## config.mk

```make
export PLATFORM = sky130hd
export DESIGN_NAME = angle_alert_mon
export DESIGN_NICKNAME = d
export VERILOG_FILES = /design/src/rtl/angle_alert_pkg.sv /design/src/rtl/alert_thr_bank.sv /design/src/rtl/alert_chan.sv /design/src/rtl/alert_flag_reg.sv /design/src/rtl/angle_alert_mon.sv
export SDC_FILE = /design/constraint.sdc
export NUM_CORES = 2
export LEC_CHECK = 0
export CAP_MARGIN = 20
export CORE_ASPECT_RATIO = 1.5
export CORE_MARGIN = 3
export CORE_UTILIZATION = 50
export CTS_CLUSTER_SIZE = 14
export DETAILED_ROUTE_END_ITERATION = 7
export DONT_BUFFER_PORTS = 1
export SYNTH_ARGS = -nofsm -noshare
export SYNTH_HDL_FRONTEND = slang
export SYNTH_SLANG_ARGS = --single-unit
```

## constraint.sdc

```tcl
create_clock -name clk -period 13.7 [get_ports clk]
set_input_delay 2.74 -clock clk [delete_from_list [all_inputs] [get_ports clk]]
set_output_delay 2.74 -clock clk [all_outputs]
set_load 0.03 [all_outputs]
```

## src/rtl/angle_alert_pkg.sv

```systemverilog
package angle_alert_pkg;

  // Update applied to the sticky flag register on a clock edge
  typedef enum logic [1:0] {
    FLG_ACCUM  = 2'd0,  // keep old flags, OR in new hits
    FLG_REARM  = 2'd1,  // clear everything, ignore hits
    FLG_RDCLR  = 2'd2   // drop old flags, keep only new hits
  } flag_op_e;

endpackage

```

## src/rtl/alert_thr_bank.sv

```systemverilog
module alert_thr_bank #(
  parameter int NUM_CH   = 16,
  parameter int ANG_W    = 16,
  parameter int CH_IDX_W = 4
) (
  input  logic                    clk,
  input  logic                    rst,
  input  logic                    we_i,
  input  logic [CH_IDX_W-1:0]     ch_i,
  input  logic [ANG_W-1:0]        thr_i,
  output logic [NUM_CH*ANG_W-1:0] thr_o
);

  for (genvar gi = 0; gi < NUM_CH; gi++) begin : g_thr
    logic [ANG_W-1:0] thr_q;
    logic             sel;

    assign sel = we_i && (ch_i == CH_IDX_W'(gi));

    always_ff @(posedge clk) begin
      if (rst)      thr_q <= '0;
      else if (sel) thr_q <= thr_i;
    end

    assign thr_o[gi*ANG_W +: ANG_W] = thr_q;
  end

endmodule

```

## src/rtl/alert_chan.sv

```systemverilog
module alert_chan #(
  parameter int ANG_W = 16
) (
  input  logic             clk,
  input  logic             rst,
  input  logic             capture_i,
  input  logic             armed_i,
  input  logic [ANG_W-1:0] angle_i,
  input  logic [ANG_W-1:0] thr_i,
  output logic             hit_o
);

  logic [ANG_W-1:0] ref_q;
  logic [ANG_W-1:0] delta;
  logic [ANG_W-1:0] mag;

  always_ff @(posedge clk) begin
    if (rst)            ref_q <= '0;
    else if (capture_i) ref_q <= angle_i;
  end

  // modular difference, then magnitude of its signed reading
  assign delta = angle_i - ref_q;
  assign mag   = delta[ANG_W-1] ? (~delta + ANG_W'(1)) : delta;

  assign hit_o = armed_i && (thr_i != '0) && (mag > thr_i);

endmodule

```

## src/rtl/alert_flag_reg.sv

```systemverilog
module alert_flag_reg
  import angle_alert_pkg::*;
#(
  parameter int NUM_CH = 16
) (
  input  logic              clk,
  input  logic              rst,
  input  flag_op_e          op_i,
  input  logic [NUM_CH-1:0] hit_i,
  input  logic              irq_en_i,
  output logic [NUM_CH-1:0] flags_o,
  output logic              irq_o
);

  logic [NUM_CH-1:0] flags_q;
  logic [NUM_CH-1:0] flags_nxt;
  logic              irq_q;

  always_comb begin
    case (op_i)
      FLG_REARM: flags_nxt = '0;
      FLG_RDCLR: flags_nxt = hit_i;
      default:   flags_nxt = flags_q | hit_i;
    endcase
  end

  always_ff @(posedge clk) begin
    if (rst) begin
      flags_q <= '0;
      irq_q   <= 1'b0;
    end else begin
      flags_q <= flags_nxt;
      irq_q   <= irq_en_i && (|flags_nxt);
    end
  end

  assign flags_o = flags_q;
  assign irq_o   = irq_q;

endmodule

```

## src/rtl/angle_alert_mon.sv

```systemverilog
module angle_alert_mon
  import angle_alert_pkg::*;
#(
  parameter int NUM_CH   = 16,
  parameter int ANG_W    = 16,
  parameter int VEC_W    = 8,
  localparam int CH_IDX_W = (NUM_CH > 1) ? $clog2(NUM_CH) : 1
) (
  input  logic                    clk,
  input  logic                    rst,
  input  logic [NUM_CH*ANG_W-1:0] angles_i,
  input  logic                    cfg_we_i,
  input  logic [CH_IDX_W-1:0]     cfg_ch_i,
  input  logic [ANG_W-1:0]        cfg_thr_i,
  input  logic                    arm_i,
  input  logic                    flag_rd_i,
  input  logic                    irq_en_i,
  input  logic                    vec_we_i,
  input  logic [VEC_W-1:0]        vec_din_i,
  output logic [NUM_CH-1:0]       flags_o,
  output logic                    irq_o,
  output logic [VEC_W-1:0]        irq_vec_o
);

  logic [NUM_CH*ANG_W-1:0] thr_all;
  logic [NUM_CH-1:0]       hit;
  logic                    armed_q;
  logic [VEC_W-1:0]        vec_q;
  flag_op_e                op;

  always_ff @(posedge clk) begin
    if (rst)        armed_q <= 1'b0;
    else if (arm_i) armed_q <= 1'b1;
  end

  always_ff @(posedge clk) begin
    if (rst)           vec_q <= '0;
    else if (vec_we_i) vec_q <= vec_din_i;
  end
  assign irq_vec_o = vec_q;

  // initiate outranks a read in the same cycle
  always_comb begin
    if (arm_i)          op = FLG_REARM;
    else if (flag_rd_i) op = FLG_RDCLR;
    else                op = FLG_ACCUM;
  end

  alert_thr_bank #(
    .NUM_CH   (NUM_CH),
    .ANG_W    (ANG_W),
    .CH_IDX_W (CH_IDX_W)
  ) u_thr_bank (
    .clk   (clk),
    .rst   (rst),
    .we_i  (cfg_we_i),
    .ch_i  (cfg_ch_i),
    .thr_i (cfg_thr_i),
    .thr_o (thr_all)
  );

  for (genvar gc = 0; gc < NUM_CH; gc++) begin : g_chan
    alert_chan #(.ANG_W(ANG_W)) u_chan (
      .clk       (clk),
      .rst       (rst),
      .capture_i (arm_i),
      .armed_i   (armed_q),
      .angle_i   (angles_i[gc*ANG_W +: ANG_W]),
      .thr_i     (thr_all[gc*ANG_W +: ANG_W]),
      .hit_o     (hit[gc])
    );
  end

  alert_flag_reg #(.NUM_CH(NUM_CH)) u_flags (
    .clk      (clk),
    .rst      (rst),
    .op_i     (op),
    .hit_i    (hit),
    .irq_en_i (irq_en_i),
    .flags_o  (flags_o),
    .irq_o    (irq_o)
  );

endmodule

```

* Yosys cells after proc, flatten, opt, wreduce, memory -nomap -nowiden
Index checks and enable logic that the tools add are counted.
** Word-level totals
- Input bits :: 291
- Word-level logic and storage cells :: 204
- Register bits after elaboration :: 538
- Output and inout bits :: 25
** Cells by class
- Reductions and logical operators :: 67
- Add/sub/neg operators :: 32
- Bitwise operators :: 17
- Multiplexer cells :: 19
- Equal/unequal tests :: 17
- $lt $le $gt $ge :: 16
** Operator list (count)
- 16-bit by 1-bit adder with 16-bit output, second input constant :: 16
- 16-bit greater-than comparator :: 16
- 16-bit two-way mux :: 16
- 16-bit NOT :: 16
- 16-bit nonzero test :: 16
- 16-bit subtractor :: 16
- 1-bit logical AND :: 49
- 4-bit == test, second input constant :: 8
- 16-bit case mux with 2 select lines :: 1
- 4-bit by 3-bit == test with 1-bit output, second input constant :: 4
- 16-bit OR :: 1
- 16-bit OR reduction :: 1
- 4-bit by 2-bit == test with 1-bit output, second input constant :: 2
- 4-bit by 1-bit == test with 1-bit output, second input constant :: 1
- 4-bit logical NOT :: 1
- 2-bit two-way mux :: 2
- 2-bit by 1-bit == test with 1-bit output, second input constant :: 1
- 2-bit == test, second input constant :: 1

* Longest topological paths before layout
- Word-level depth :: 10
- Mapped depth :: 23
- Depth with buffers taken out :: 23

* Modules after synthesis
A second synthesis with hierarchy kept.
** Unflattened totals
- Cell total of the unflattened synthesis :: 5517
- Area, all modules :: 46175.5 sq um
** Modules (own cells, without submodules)
- alert_chan at g_chan[13].u_chan ... :: sequential area each 320.3 sq um, instances 7, cells each 294, area each 2258.4 sq um
- alert_chan at g_chan[0].u_chan ... :: sequential area each 320.3 sq um, instances 7, cells each 268, area each 2124.5 sq um
- alert_thr_bank :: sequential area each 5124.9 sq um, instances 1, cells each 895, area each 10095.9 sq um
- alert_chan at g_chan[9].u_chan :: sequential area each 320.3 sq um, instances 1, cells each 290, area each 2237.1 sq um
- alert_chan at g_chan[14].u_chan :: sequential area each 320.3 sq um, instances 1, cells each 272, area each 2103.3 sq um
- alert_flag_reg :: sequential area each 340.3 sq um, instances 1, cells each 96, area each 738.2 sq um
- angle_alert_mon :: sequential area each 180.2 sq um, instances 1, cells each 30, area each 320.3 sq um

* Worst setup path after synthesis
Ideal clock, no wire load.
- Path kind :: input -> register
- Start :: in angles_i[224]
- End :: reg u_flags.irq_q (netlist: u_flags.irq_o)
- Data required time :: 13609 ps
- Slack :: 6737 ps
- Library setup time :: 91 ps
- Data arrival time :: 6872 ps
- Stages :: 21
- Buffers on the path :: 0
- Path through :: inv_1 -> ha_1 -> inv_1 -> fa_1 -> a21o_1 -> nand4_1 -> nand4_1 -> a221o_1 -> a21o_1 -> a211o_1 -> a2111o_1 -> nor2b_1 -> xnor2_1 -> ha_1 -> nand4_1 -> or4_1 -> o21ai_0 -> a21oi_1 -> a2bb2oi_1 -> a31o_2 -> a311oi_1
** Between the ends
- Longest elaborated chain between the ends :: 10
** RTL lines
- start, declared :: RTL line angle_alert_mon.sv:11 : input logic [NUM_CH*ANG_W-1:0] angles_i,
- 16-bit subtractor * :: RTL line alert_chan.sv:23 : assign delta = angle_i - ref_q;
- 16-bit NOT :: RTL line alert_chan.sv:24 : assign mag = delta[ANG_W-1] ? (~delta + ANG_W'(1)) : delta;
- 16-bit by 1-bit adder with 16-bit output :: RTL line alert_chan.sv:24
- 16-bit two-way mux * :: RTL line alert_chan.sv:24
- 16-bit greater-than comparator * :: RTL line alert_chan.sv:26 : assign hit_o = armed_i && (thr_i != '0) && (mag > thr_i);
- 1-bit logical AND * :: RTL line alert_chan.sv:26
- 16-bit OR :: RTL line alert_flag_reg.sv:23 : default: flags_nxt = flags_q | hit_i;
- 16-bit case mux with 2 select lines * :: RTL line alert_flag_reg.sv:20 : case (op_i)
- 16-bit OR reduction * :: RTL line alert_flag_reg.sv:33 : irq_q <= irq_en_i && (|flags_nxt);
- 1-bit logical AND * :: RTL line alert_flag_reg.sv:33
- end signal, assigned :: RTL line alert_flag_reg.sv:33
- end, declared :: RTL line alert_flag_reg.sv:17 : logic irq_q;
Mark *: on every way between the ends. The rest lies on a longest branch, timed or not.
A chain may end at the register's enable or synchronous reset.

* Worst setup path after layout
- Start :: in angles_i[64]
- End :: reg u_flags.irq_q (netlist: u_flags.irq_o)
Same word-level chain as after synthesis.

==> qor.csv <==
metric,value,unit
die_y,363.5,µm
syn_inst,5535,
sw_frac_of_total,33.91,%
min_to,u_thr_bank.g_thr[15].thr_q[10],
synthToLayoutAreaGrowth,7.133,%
path_cells,"inv_1, ha_1, inv_1, fa_1, a211oi_1, o21ai_0, a211o_1, a31o_2, a21oi_1, xor2_1, and4bb_2, nand3_1, nor3_1, ha_1, and3_1, nand4_1, nor2_1, o21ai_0, o2111ai_1, o21ai_0, nand4_1, nor3_1, a311oi_1",
synth_top_area_cell,dfxtp_1,
ios,316,
antenna_found_initial,2,
ctsResizeCount,0,
die-area,88820,µm²
drv_cap,0,
start_util,50.67,%
synth_area_leaders,"dfxtp_1 25%, ha_1 15%, mux2i_1 6.3%",
numCtsBuffers,60,
rr_worst_depth,22,
irDropWorstVdd,104.9,µV
r2r-start,g_chan[4].u_chan.ref_q[0],
status,"finished, final reports clean",
ys_warn_count,0,
syn_area,42610,µm²
fin_tns_setup,0,ns
dr.first_iter.drc_count,1780,
p_comb_share,37.8,%
drc,0,
grt_max_degree,539,
viasPerCell,5.556,
cp_slowest_stage_delay,0.76,ns
ant_nets,0,
cts.sinks,538,
worstMarginPinSlew,1.115,ns
crit_required,14.22,ns
slew_headroom,25.69,%
power.density,120.8,nW/µm²
worst-path-stages,23,
port_buffers,0,
cts_max_path_buffers,3,
route.vias.total,36710,
gr-usage-met1,27.78,%
whs,0.4709,ns
use_met2,46.05,%
die_w,244.3,µm
grt-busiest-layer,met2,
hold_depth,2,
fin_nets,6248,
dp_hpwl,83.43,mm
criticalPathCategory,in -> reg,
period_minus_slack,7.262,ns
fin_skew,0.02162,ns
drv_slew,0,
critical_path_buf_inv_count,2,
synthArstFlopShare,0,%
grtUsageTotal,25.05,%
hold_start,u_thr_bank.g_thr[15].thr_q[10],
cts_setup_buffers,0,
yosysTopAreaCellShare,25.28,%
drt_wl_total,114.7,mm
dp_slack,5.741,ns
place_inst,6481,
hold_buffers,0,
clk_latency,0.66,ns
clk_pin_slew,0.06,ns
syn-mean-instance-area,7.698,µm²
synth_ff_type,dfxtp_1,
setup_viol,0,
ff2ff_setup_slack,8.22,ns
drive_above_1_share,3.358,%
p_int,3.643,mW
ys_seq_elements,538,
ys_types,82,
cts_tree,yes,
grtUsageMet3,6.668,%
hold_viol_final,0,
stdcell_count,6607,
grt_pass1_wl,182.4,mm
cp_common_cell,o21ai_0,
htree_levels,2,
critPathLaunchType,primary input,
wl_per_cell,17.36,µm
root_buffer,clkbuf_16,
setup_slack,6.438,ns
startpoint,angles_i[64],
firstDrtPassIters,6,
power_leakage,18.12,nW
max_freq,137.7,MHz
period_share,53.01,%
path_max_fanout,5,
core_region_area,84090,µm²
rows,130,
cp.arrival,7.78,ns
ys_seq_area_share,25.28,%
gp_congestion,0.8652,
utilization,54.28,%
cp-end-kind,flop,
reg2reg_to,u_flags.irq_o,
p_clk_share,32.0,%
rsz0062_at_grt,false,
hold_path.class,reg -> reg,
crit_path_top_delay_cell,o21ai_0,
grt_overflow_total,0,
switchingPower,1.869,mW
pwr-share-seq,30.2,%
grt_pass1_vias,35770,
synth-edff-count,0,
syn_nets,6354,
path_delay_family,compound AO/OA/AOI/OAI gates,
-- Yosys cell counts (20+ instances only) --
cell and n:
or3_1 32, nor2_1 531, a21oi_1 488, xor2_1 146, nor4_1 88, nand4_1 73, a31oi_1 48, nor2b_1 66
o21bai_1 31, nor3_1 95, and2_1 20, buf_1 33, clkbuf_1 159, nand3_1 64, mux2i_1 269, a211oi_1 36
dfxtp_1 538, nand3b_1 24, and3_1 28, o21a_1 63, o21ai_0 169, xnor2_1 257, inv_1 582, nand2_1 677
nand2b_1 41, o31ai_1 20, a21o_1 139, ha_1 512
-- placed cells by master (no fill, tap or decap), drive strengths merged, types with 146 or more instances in the layout --
| cell | n |
|---|---|
| a21oi | 488 |
| dfxtp | 538 |
| ha | 512 |
| inv | 584 |
| mux2i | 269 |
| nand2 | 677 |
| nor2 | 531 |
| o21ai | 171 |
| xnor2 | 257 |
| xor2 | 146 |
-- worst min-delay path: cells and delay by family, from the launching register on --
kind	cells	cell delay (ns)
DFF	1	0.32
and+or+nand+nor	1	0.06
AOI/OAI and AO/OA	1	0.05
-- metal layers --
layer	share of wire (%)	routed length, µm
met5	0	0
met4	3.2	3673
met3	7.2	8285
met2	50	57240
met1	40	45470
-- sequential cells by signal, indices dropped and copies added (netlist names) --
signal / count
armed_q: 1
u_thr_bank.g_thr.thr_q: 256
u_flags.flags_o: 16
g_chan.u_chan.ref_q: 256
irq_vec_o: 8
u_flags.irq_o: 1
-- kinds of logic (layout without fill, tap and decap cells) --
group	after synthesis	in the layout	synth area share, %
mux	279	279	6.584
simple gates	1837	1837	19.91
flops	538	538	25.28
other cells	0	6	0
xor+xnor	403	403	8.284
fa+ha+maj	528	528	15.79
buf+inv	774	718	6.819
compound gates	1176	1176	17.34
-- per-stage QoR --
stage	area, µm²	total power, mW
2_1_floorplan	42610	3.425
3_3_place_gp	43380	3.741
4_1_cts	45550	5.572
6_report	45650	5.512
3_5_place_dp	43430	3.781
5_1_grt	45640	5.938
-- worst max path at each step --
stage / end
floorplan: u_flags.irq_o
global placement: u_flags.irq_o
detailed placement: u_flags.irq_o
CTS: u_flags.irq_o
global route: u_flags.irq_o
finish: u_flags.irq_o
-- power groups by stage --
stage	sequential (mW)	clock, mW	combinational [mW]
2_1_floorplan	1.69	0	1.74
3_3_place_gp	1.70	0	2.04
3_5_place_dp	1.70	0	2.08
4_1_cts	1.66	1.81	2.10
5_1_grt	1.67	1.87	2.40
6_report	1.66	1.76	2.09
-- layout make-up --
type	instances	area [µm²]
flip-flops and latches	538	10770
fillers	8239	38450
well taps	1122	1404
clock inverters	32	445.4
multi-input cells	4223	28950
inverters	582	2185
clock buffers	80	1678
diodes	6	15.01
repair buffers	24	200.2
Note: power is estimated with default switching activity, not from simulation.
